<file path="src/rtl/fsp_pkg.sv">
package fsp_pkg;

   typedef enum logic [2:0] {
      ST_HEAD  = 3'd0,
      ST_CONST = 3'd1,
      ST_EMIT  = 3'd2,
      ST_TRAIL = 3'd3,
      ST_IDLE  = 3'd4
   } fsp_state_e;

   localparam int unsigned FSP_WORD_W   = 32;
   localparam int unsigned FSP_SRC_CNT  = 3;
   localparam int unsigned FSP_CONST_N  = 4;
   localparam int unsigned FSP_TYPE_W   = 2;
   localparam int unsigned FSP_TYPE_CST = 2;
   localparam int unsigned FSP_OPC_LSB  = 24;
   localparam int unsigned FSP_OPC_W    = 6;
   localparam int unsigned FSP_END_BIT  = 0;

endpackage

</file>
<file path="src/rtl/fsp_src_type_chk.sv">
module fsp_src_type_chk #(
   parameter int unsigned WORD_W   = 32,
   parameter int unsigned TYPE_W   = 2,
   parameter int unsigned TYPE_CST = 2
) (
   input  logic [WORD_W-1:0] word,
   output logic              is_const
);
   localparam logic [TYPE_W-1:0] CST_CODE = TYPE_W'(TYPE_CST);

   always_comb is_const = (word[TYPE_W-1:0] == CST_CODE);
endmodule

</file>
<file path="src/rtl/fsp_word_bank.sv">
module fsp_word_bank #(
   parameter int unsigned WORD_W = 32,
   parameter int unsigned DEPTH  = 4,
   parameter int unsigned IDX_W  = 2
) (
   input  logic                    clk,
   input  logic                    rst,
   input  logic                    clr,
   input  logic                    we,
   input  logic [IDX_W-1:0]        idx,
   input  logic [WORD_W-1:0]       din,
   output logic [DEPTH*WORD_W-1:0] dout
);
   for (genvar g = 0; g < DEPTH; g++) begin : g_lane
      logic [WORD_W-1:0] lane_q;
      always_ff @(posedge clk) begin
         if (rst || clr) begin
            lane_q <= '0;
         end else if (we && (idx == IDX_W'(g))) begin
            lane_q <= din;
         end
      end
      assign dout[g*WORD_W +: WORD_W] = lane_q;
   end
endmodule

</file>
<file path="src/rtl/fsp_seq.sv">
module fsp_seq
   import fsp_pkg::*;
#(
   parameter int unsigned HEAD_N  = 4,
   parameter int unsigned CONST_N = 4,
   parameter int unsigned IDX_W   = 2
) (
   input  logic             clk,
   input  logic             rst,
   input  logic             start,
   input  logic             in_valid,
   input  logic             word_is_const,
   input  logic             word_end,
   input  logic             rec_ready,
   output logic             in_ready,
   output logic             rec_valid,
   output logic             has_const,
   output logic             done,
   output logic             head_we,
   output logic             const_we,
   output logic             head_first,
   output logic [IDX_W-1:0] wr_idx
);
   localparam logic [IDX_W-1:0] HEAD_LAST  = IDX_W'(HEAD_N - 1);
   localparam logic [IDX_W-1:0] CONST_LAST = IDX_W'(CONST_N - 1);

   fsp_state_e       state_q;
   logic [IDX_W-1:0] cnt_q;
   logic             cst_q;
   logic             last_q;
   logic             fire;

   always_comb begin
      in_ready   = (state_q != ST_EMIT);
      fire       = in_valid && in_ready;
      head_we    = fire && (state_q == ST_HEAD);
      const_we   = fire && (state_q == ST_CONST);
      head_first = head_we && (cnt_q == '0);
      wr_idx     = cnt_q;
      rec_valid  = (state_q == ST_EMIT);
      done       = (state_q == ST_IDLE);
      has_const  = cst_q;
   end

   always_ff @(posedge clk) begin
      if (rst) begin
         state_q <= ST_HEAD;
         cnt_q   <= '0;
         cst_q   <= 1'b0;
         last_q  <= 1'b0;
      end else begin
         unique case (state_q)
            ST_HEAD: if (fire) begin
               if (cnt_q == '0) begin
                  last_q <= word_end;
                  cst_q  <= 1'b0;
               end else if (word_is_const) begin
                  cst_q  <= 1'b1;
               end
               if (cnt_q == HEAD_LAST) begin
                  cnt_q   <= '0;
                  state_q <= (cst_q || word_is_const) ? ST_CONST : ST_EMIT;
               end else begin
                  cnt_q <= cnt_q + 1'b1;
               end
            end
            ST_CONST: if (fire) begin
               if (cnt_q == CONST_LAST) begin
                  cnt_q   <= '0;
                  state_q <= ST_EMIT;
               end else begin
                  cnt_q <= cnt_q + 1'b1;
               end
            end
            ST_EMIT: if (rec_ready) begin
               state_q <= last_q ? ST_TRAIL : ST_HEAD;
            end
            ST_TRAIL: if (fire) begin
               state_q <= ST_IDLE;
            end
            ST_IDLE: if (start) begin
               state_q <= ST_HEAD;
               cnt_q   <= '0;
            end
            default: state_q <= ST_HEAD;
         endcase
      end
   end
endmodule

</file>
<file path="src/rtl/frag_stream_parser.sv">
module frag_stream_parser
   import fsp_pkg::*;
#(
   parameter int unsigned WORD_W       = FSP_WORD_W,
   parameter int unsigned SRC_CNT      = FSP_SRC_CNT,
   parameter int unsigned CONST_N      = FSP_CONST_N,
   parameter int unsigned TYPE_W       = FSP_TYPE_W,
   parameter int unsigned TYPE_CST     = FSP_TYPE_CST,
   parameter int unsigned OPC_LSB      = FSP_OPC_LSB,
   parameter int unsigned OPC_W        = FSP_OPC_W,
   parameter int unsigned END_BIT      = FSP_END_BIT,
   parameter bit          ZERO_NO_CST  = 1'b1,
   localparam int unsigned HEAD_N      = SRC_CNT + 1,
   localparam int unsigned MAX_N       = (HEAD_N > CONST_N) ? HEAD_N : CONST_N,
   localparam int unsigned IDX_W       = (MAX_N > 1) ? $clog2(MAX_N) : 1
) (
   input  logic                      clk,
   input  logic                      rst,
   input  logic                      start,
   input  logic                      in_valid,
   output logic                      in_ready,
   input  logic [WORD_W-1:0]         in_word,
   output logic                      rec_valid,
   input  logic                      rec_ready,
   output logic [HEAD_N*WORD_W-1:0]  rec_insn,
   output logic [OPC_W-1:0]          rec_opcode,
   output logic                      rec_has_const,
   output logic [CONST_N*WORD_W-1:0] rec_const,
   output logic                      done
);
   if (SRC_CNT < 1) begin : g_bad_src
      $error("frag_stream_parser: SRC_CNT must be at least 1");
   end
   if (CONST_N < 1) begin : g_bad_cst
      $error("frag_stream_parser: CONST_N must be at least 1");
   end
   if (TYPE_W < 1 || TYPE_W > WORD_W) begin : g_bad_type
      $error("frag_stream_parser: TYPE_W out of range");
   end
   if (TYPE_CST >= (1 << TYPE_W)) begin : g_bad_code
      $error("frag_stream_parser: TYPE_CST does not fit TYPE_W");
   end
   if (OPC_LSB + OPC_W > WORD_W || END_BIT >= WORD_W) begin : g_bad_fld
      $error("frag_stream_parser: control word field outside the word");
   end

   logic             word_is_const;
   logic             head_we;
   logic             const_we;
   logic             head_first;
   logic             const_clr;
   logic [IDX_W-1:0] wr_idx;

   fsp_src_type_chk #(
      .WORD_W   (WORD_W),
      .TYPE_W   (TYPE_W),
      .TYPE_CST (TYPE_CST)
   ) u_type (
      .word     (in_word),
      .is_const (word_is_const)
   );

   fsp_seq #(
      .HEAD_N  (HEAD_N),
      .CONST_N (CONST_N),
      .IDX_W   (IDX_W)
   ) u_seq (
      .clk           (clk),
      .rst           (rst),
      .start         (start),
      .in_valid      (in_valid),
      .word_is_const (word_is_const),
      .word_end      (in_word[END_BIT]),
      .rec_ready     (rec_ready),
      .in_ready      (in_ready),
      .rec_valid     (rec_valid),
      .has_const     (rec_has_const),
      .done          (done),
      .head_we       (head_we),
      .const_we      (const_we),
      .head_first    (head_first),
      .wr_idx        (wr_idx)
   );

   if (ZERO_NO_CST) begin : g_clr_each
      assign const_clr = head_first;
   end else begin : g_clr_keep
      assign const_clr = 1'b0;
   end

   fsp_word_bank #(
      .WORD_W (WORD_W),
      .DEPTH  (HEAD_N),
      .IDX_W  (IDX_W)
   ) u_head (
      .clk  (clk),
      .rst  (rst),
      .clr  (1'b0),
      .we   (head_we),
      .idx  (wr_idx),
      .din  (in_word),
      .dout (rec_insn)
   );

   fsp_word_bank #(
      .WORD_W (WORD_W),
      .DEPTH  (CONST_N),
      .IDX_W  (IDX_W)
   ) u_cst (
      .clk  (clk),
      .rst  (rst),
      .clr  (const_clr),
      .we   (const_we),
      .idx  (wr_idx),
      .din  (in_word),
      .dout (rec_const)
   );

   assign rec_opcode = rec_insn[OPC_LSB +: OPC_W];
endmodule

</file>
<file path="config.mk">
export PLATFORM = sky130hd
export DESIGN_NAME = frag_stream_parser
export DESIGN_NICKNAME = d
export VERILOG_FILES = /design/src/rtl/fsp_pkg.sv /design/src/rtl/fsp_src_type_chk.sv /design/src/rtl/fsp_word_bank.sv /design/src/rtl/fsp_seq.sv /design/src/rtl/frag_stream_parser.sv
export SDC_FILE = /design/constraint.sdc
export NUM_CORES = 1
export LEC_CHECK = 0
export ABC_AREA = 1
export BUFFER_PORTS_ARGS = -buffer_cell sky130_fd_sc_hd__buf_2
export CELL_PAD_IN_SITES_DETAIL_PLACEMENT = 1
export CELL_PAD_IN_SITES_GLOBAL_PLACEMENT = 2
export CORE_UTILIZATION = 31
export DETAILED_ROUTE_END_ITERATION = 12
export MAX_ROUTING_LAYER = met4
export PLACE_DENSITY_LB_ADDON = 0.2
export SYNTH_ARGS = -nofsm -noshare
export SYNTH_HDL_FRONTEND = slang
export SYNTH_SLANG_ARGS = --single-unit
</file>
<file path="constraint.sdc">
create_clock -name clk -period 4.08 [get_ports clk]
set_input_delay 0 -clock clk [delete_from_list [all_inputs] [get_ports clk]]
set_output_delay 0 -clock clk [all_outputs]
set_load 0.02 [all_outputs]
</file>
==> impl_results.rst <==
.. list-table::
   :header-rows: 1

   * - Metric
     - Value
   * - Outcome
     - finished, final reports clean
   * - Area of combinational cells with multiple inputs
     - 0.00385 sq mm
   * - Number of setup violations in the final report
     - 0
   * - Critical path fanouts, max
     - 71
   * - Post-detailed-placement half-perimeter wirelength
     - 24100 um
   * - Distinct cells, synth
     - 20
   * - Remaining global-route overflow
     - 0
   * - Transition time of the tightest slew-check pin
     - 1.17 ns
   * - Proportion of synthesized flip-flops having asynchronous set or reset
     - 0%
   * - CP Launch Type
     - register
   * - Top-area cell type share of the netlist area
     - 52.3%
   * - TritonCTS buffer count
     - 34
   * - Most frequent cells in the layout
     - 301 x sky130_fd_sc_hd__buf_2, 270 x sky130_fd_sc_hd__nand2_1, 263 x sky130_fd_sc_hd__a21oi_1
   * - Worst path arrival time
     - 2.89 ns
   * - Total track usage
     - 23.7%
   * - Synth Net Count
     - 1292
   * - Via count of the first global-routing pass
     - 9611
   * - Global-route wire length before repair
     - 58900 um
   * - Crit Path Category
     - reg -> reg
   * - Synth Flop Type
     - sky130_fd_sc_hd__dfxtp_1
   * - DRC violations left
     - 0
   * - Latest clock arrival within the worst-skew pair
     - 0.51 ns
   * - Synthesized cell area
     - 0.0100 sq mm
   * - Share of the yosys chip area belonging to registers
     - 52.3%
   * - CTS Sinks
     - 262
   * - Iteration-0 DRC Markers
     - 552
   * - Worst setup skew after layout
     - 0.0210 ns
   * - Number of iterations in the first detailed-routing pass
     - 5
   * - IO Port Bufs
     - 302
   * - Starting Density
     - 31.6%
   * - Worst reg2reg endpoint
     - u_cst.g_lane[0].lane_q[26]$_SDFFE_PP0P_
   * - Chip Height
     - 182 um
   * - Overall via count from detail_route
     - 9672
   * - Cell types occupying the most area after synthesis
     - sky130_fd_sc_hd__dfxtp_1 52%, sky130_fd_sc_hd__a21oi_1 13%, sky130_fd_sc_hd__nand3_1 13%, sky130_fd_sc_hd__nand2_1 10%, sky130_fd_sc_hd__buf_4 2.5%
   * - Total die area
     - 0.0331 sq mm
   * - Wirelength, routed
     - 38700 um
   * - Number of enable-type register cells in the synthesized netlist
     - 0
   * - Clock tree from TritonCTS
     - built
   * - Min-Delay Path Class
     - in -> reg
   * - Overall power of the completed layout
     - 6.24 mW
   * - Post-cts gate resize count
     - 0
   * - Final critical-path share of the clock period
     - 60.3%
   * - Clock root buffer
     - sky130_fd_sc_hd__clkbuf_16
   * - Maximum count of clock buffers along a single path
     - 3
   * - Crit. Startpoint
     - u_seq.wr_idx[0]$_SDFFE_PP0P_
   * - Clock input transition at the sequential cells of the worst setup and hold paths
     - 0.05 ns
   * - Horizontal die dimension
     - 182 um
   * - Cell with the biggest individual delay on the critical path
     - sky130_fd_sc_hd__nand2_4
   * - H-tree depth
     - 2
   * - Yosys synthesis warning count
     - 0
   * - Remaining number of nets flagged by the antenna check after routing
     - 0
   * - Average detailed-routed wire length per instance
     - 20.2 um
   * - Count of max-cap constraint violations
     - 0
   * - Accumulated negative setup slack
     - 0 ns
   * - Layout overhead on the synthesized area
     - 27.5%
   * - Flop and latch count out of synthesis
     - 262
   * - Cell taking the most area after synthesis
     - sky130_fd_sc_hd__dfxtp_1
   * - Gate count after technology mapping
     - 1251
   * - Cells traversed along the worst timing path
     - inv_1 > ha_2 > nand2_2 > buf_4 > nand2_4 > buf_12 > a21oi_1
   * - Power per cell area
     - 488 mW/mm^2
   * - Register-to-register setup slack
     - 1.62 ns
   * - Crit path largest cell delay
     - 0.53 ns
   * - Proportion of layout cells with a drive suffix above 1
     - 25.3%
   * - Maximum vdd drop
     - 0.239 mV
   * - Placeable core area
     - 0.0317 sq mm
   * - Hold_sp
     - rst
   * - Time the worst path needs with I/O delays and setup
     - 2.46 ns
   * - Slew Limit Headroom
     - 21.6%
   * - Number of antenna violations at the first check in global routing
     - 1
   * - Placement Rows
     - 65
   * - Number of nets in the final layout
     - 1534
   * - I/O pin count
     - 303
   * - Leak pwr
     - 5.23 nW
   * - Number of pins exceeding their max-slew limit in the final report
     - 0
   * - Setup repair after global routing missed its margin
     - no
   * - Pin count of the biggest net entering global routing
     - 76
   * - Hold Crit Depth
     - 2
   * - RR Startpoint
     - u_seq.wr_idx[0]$_SDFFE_PP0P_
   * - Routability cong.
     - 0.772
   * - Worst setup EP type
     - register
   * - Synthesized area per cell
     - 8.01 sq um
   * - Register-to-Register Path Depth
     - 7
   * - Endpoint, Worst Hold
     - u_head.g_lane[1].lane_q[0]$_SDFFE_PP0P_
   * - Worst Path Required
     - 4.51 ns
   * - Hold violation count in the final report
     - 0
   * - Seq. cell area
     - 0.00525 sq mm
   * - Most common cell after layout, fill and taps aside
     - sky130_fd_sc_hd__buf_2
   * - Per-cell via count in the routed design
     - 5.05
   * - Max frequency
     - 0.407 GHz
   * - FILL cells
     - 3860
## registers in the layout, indices dropped and copies added, names as in the netlist
register / flops
u_seq.wr_idx: 2
u_seq.state_q: 3
u_cst.g_lane.lane_q: 128
u_head.g_lane.lane_q: 128
u_seq.has_const: 1
## report_power, final
part           internal, mW  total (mW)  leakage (nW)  switching (mW)
combinational         0.150       0.597          2.56           0.446
sequential             2.62        2.65          2.12          0.0329
clock                  1.85        2.99         0.554            1.14
total                  4.62        6.24          5.23            1.62
## layer usage
layer  global-route usage [%]  up-vias  wire (um)
li1                         -     4660          -
met1                     28.8     4694      16800
met2                     38.9      261      18300
met3                     6.38       57       2850
met4                     5.59        0        678
met5                        -        -          0
## cell type report
| class | instances | share of cell area, % |
|---|---|---|
| multi-input combinational | 824 | 30.2 |
| timing repair buffer | 353 | 15.6 |
| clock inverter | 9 | 0.773 |
| sequential | 262 | 41.0 |
| clock buffer | 47 | 7.93 |
| inverter | 18 | 0.529 |
| tap | 402 | 3.94 |
| antenna | 1 | 0.0196 |
## how the worst max path moves through the flow
stage / cells past startpoint / slack (ns) / to
6_report: 7 / 1.62 / u_cst.g_lane[0].lane_q[26]$_SDFFE_PP0P_
5_1_grt: 6 / 1.33 / u_cst.g_lane[0].lane_q[2]$_SDFFE_PP0P_
4_1_cts: 6 / 1.57 / u_cst.g_lane[0].lane_q[4]$_SDFFE_PP0P_
3_5_place_dp: 6 / 1.62 / u_cst.g_lane[0].lane_q[0]$_SDFFE_PP0P_
3_3_place_gp: 6 / 1.61 / u_cst.g_lane[0].lane_q[6]$_SDFFE_PP0P_
2_1_floorplan: 5 / 2.65 / u_head.g_lane[3].lane_q[1]$_SDFFE_PP0P_
## cells by family after synthesis
kind of cell	after synthesis	share of synthesized area, %
AND/OR/NAND/NOR	553	24.3
AO/OA/AOI/OAI	267	13.4
flip-flops	262	52.3
buffers and inverters	165	9.52
adder cells (fa/ha/maj)	4	0.499
## cell usage after synthesis (4+ instances only)
| cell type | number |
|---|---|
| sky130_fd_sc_hd__nand2_1 | 271 |
| sky130_fd_sc_hd__a21oi_1 | 263 |
| sky130_fd_sc_hd__dfxtp_1 | 262 |
| sky130_fd_sc_hd__nand3_1 | 262 |
| sky130_fd_sc_hd__clkbuf_1 | 47 |
| sky130_fd_sc_hd__buf_2 | 35 |
| sky130_fd_sc_hd__buf_4 | 34 |
| sky130_fd_sc_hd__buf_6 | 20 |
| sky130_fd_sc_hd__inv_1 | 15 |
| sky130_fd_sc_hd__nor2_1 | 13 |
| sky130_fd_sc_hd__clkbuf_2 | 11 |
| sky130_fd_sc_hd__ha_1 | 4 |
| sky130_fd_sc_hd__nand2_2 | 4 |
## critical path, delay by kind of cell, from the launching register on
kind | cells | cell delay (ns)
compound gates | 1 | 0.14
fa+ha+maj | 1 | 0.24
buf+inv | 3 | 0.92
flops | 1 | 0.39
simple gates | 2 | 0.60
## stage by stage
step | cells | instance area [sq um] | hold WS, ns | worst slack, ns | util [%]
after global routing | 1916 | 12800 | 0.0301 | 1.33 | 40.3
final | 1916 | 12800 | 0.0143 | 1.62 | 40.3
after CTS | 1915 | 12800 | 0.0145 | 1.57 | 40.3
after floorplan | 1251 | 10000 | 0.162 | 2.65 | -
after detailed placement | 1824 | 11300 | 0.387 | 1.62 | 35.7
after global placement | 1824 | 11300 | 0.381 | 1.61 | 35.7
## timing repair
item / 4_1_cts / 5_1_grt
setup buffers: 0 / 0
endpoints found under the hold margin: 256 / 0
hold buffers: 35 / 0
(Power assumes the default switching activity.)
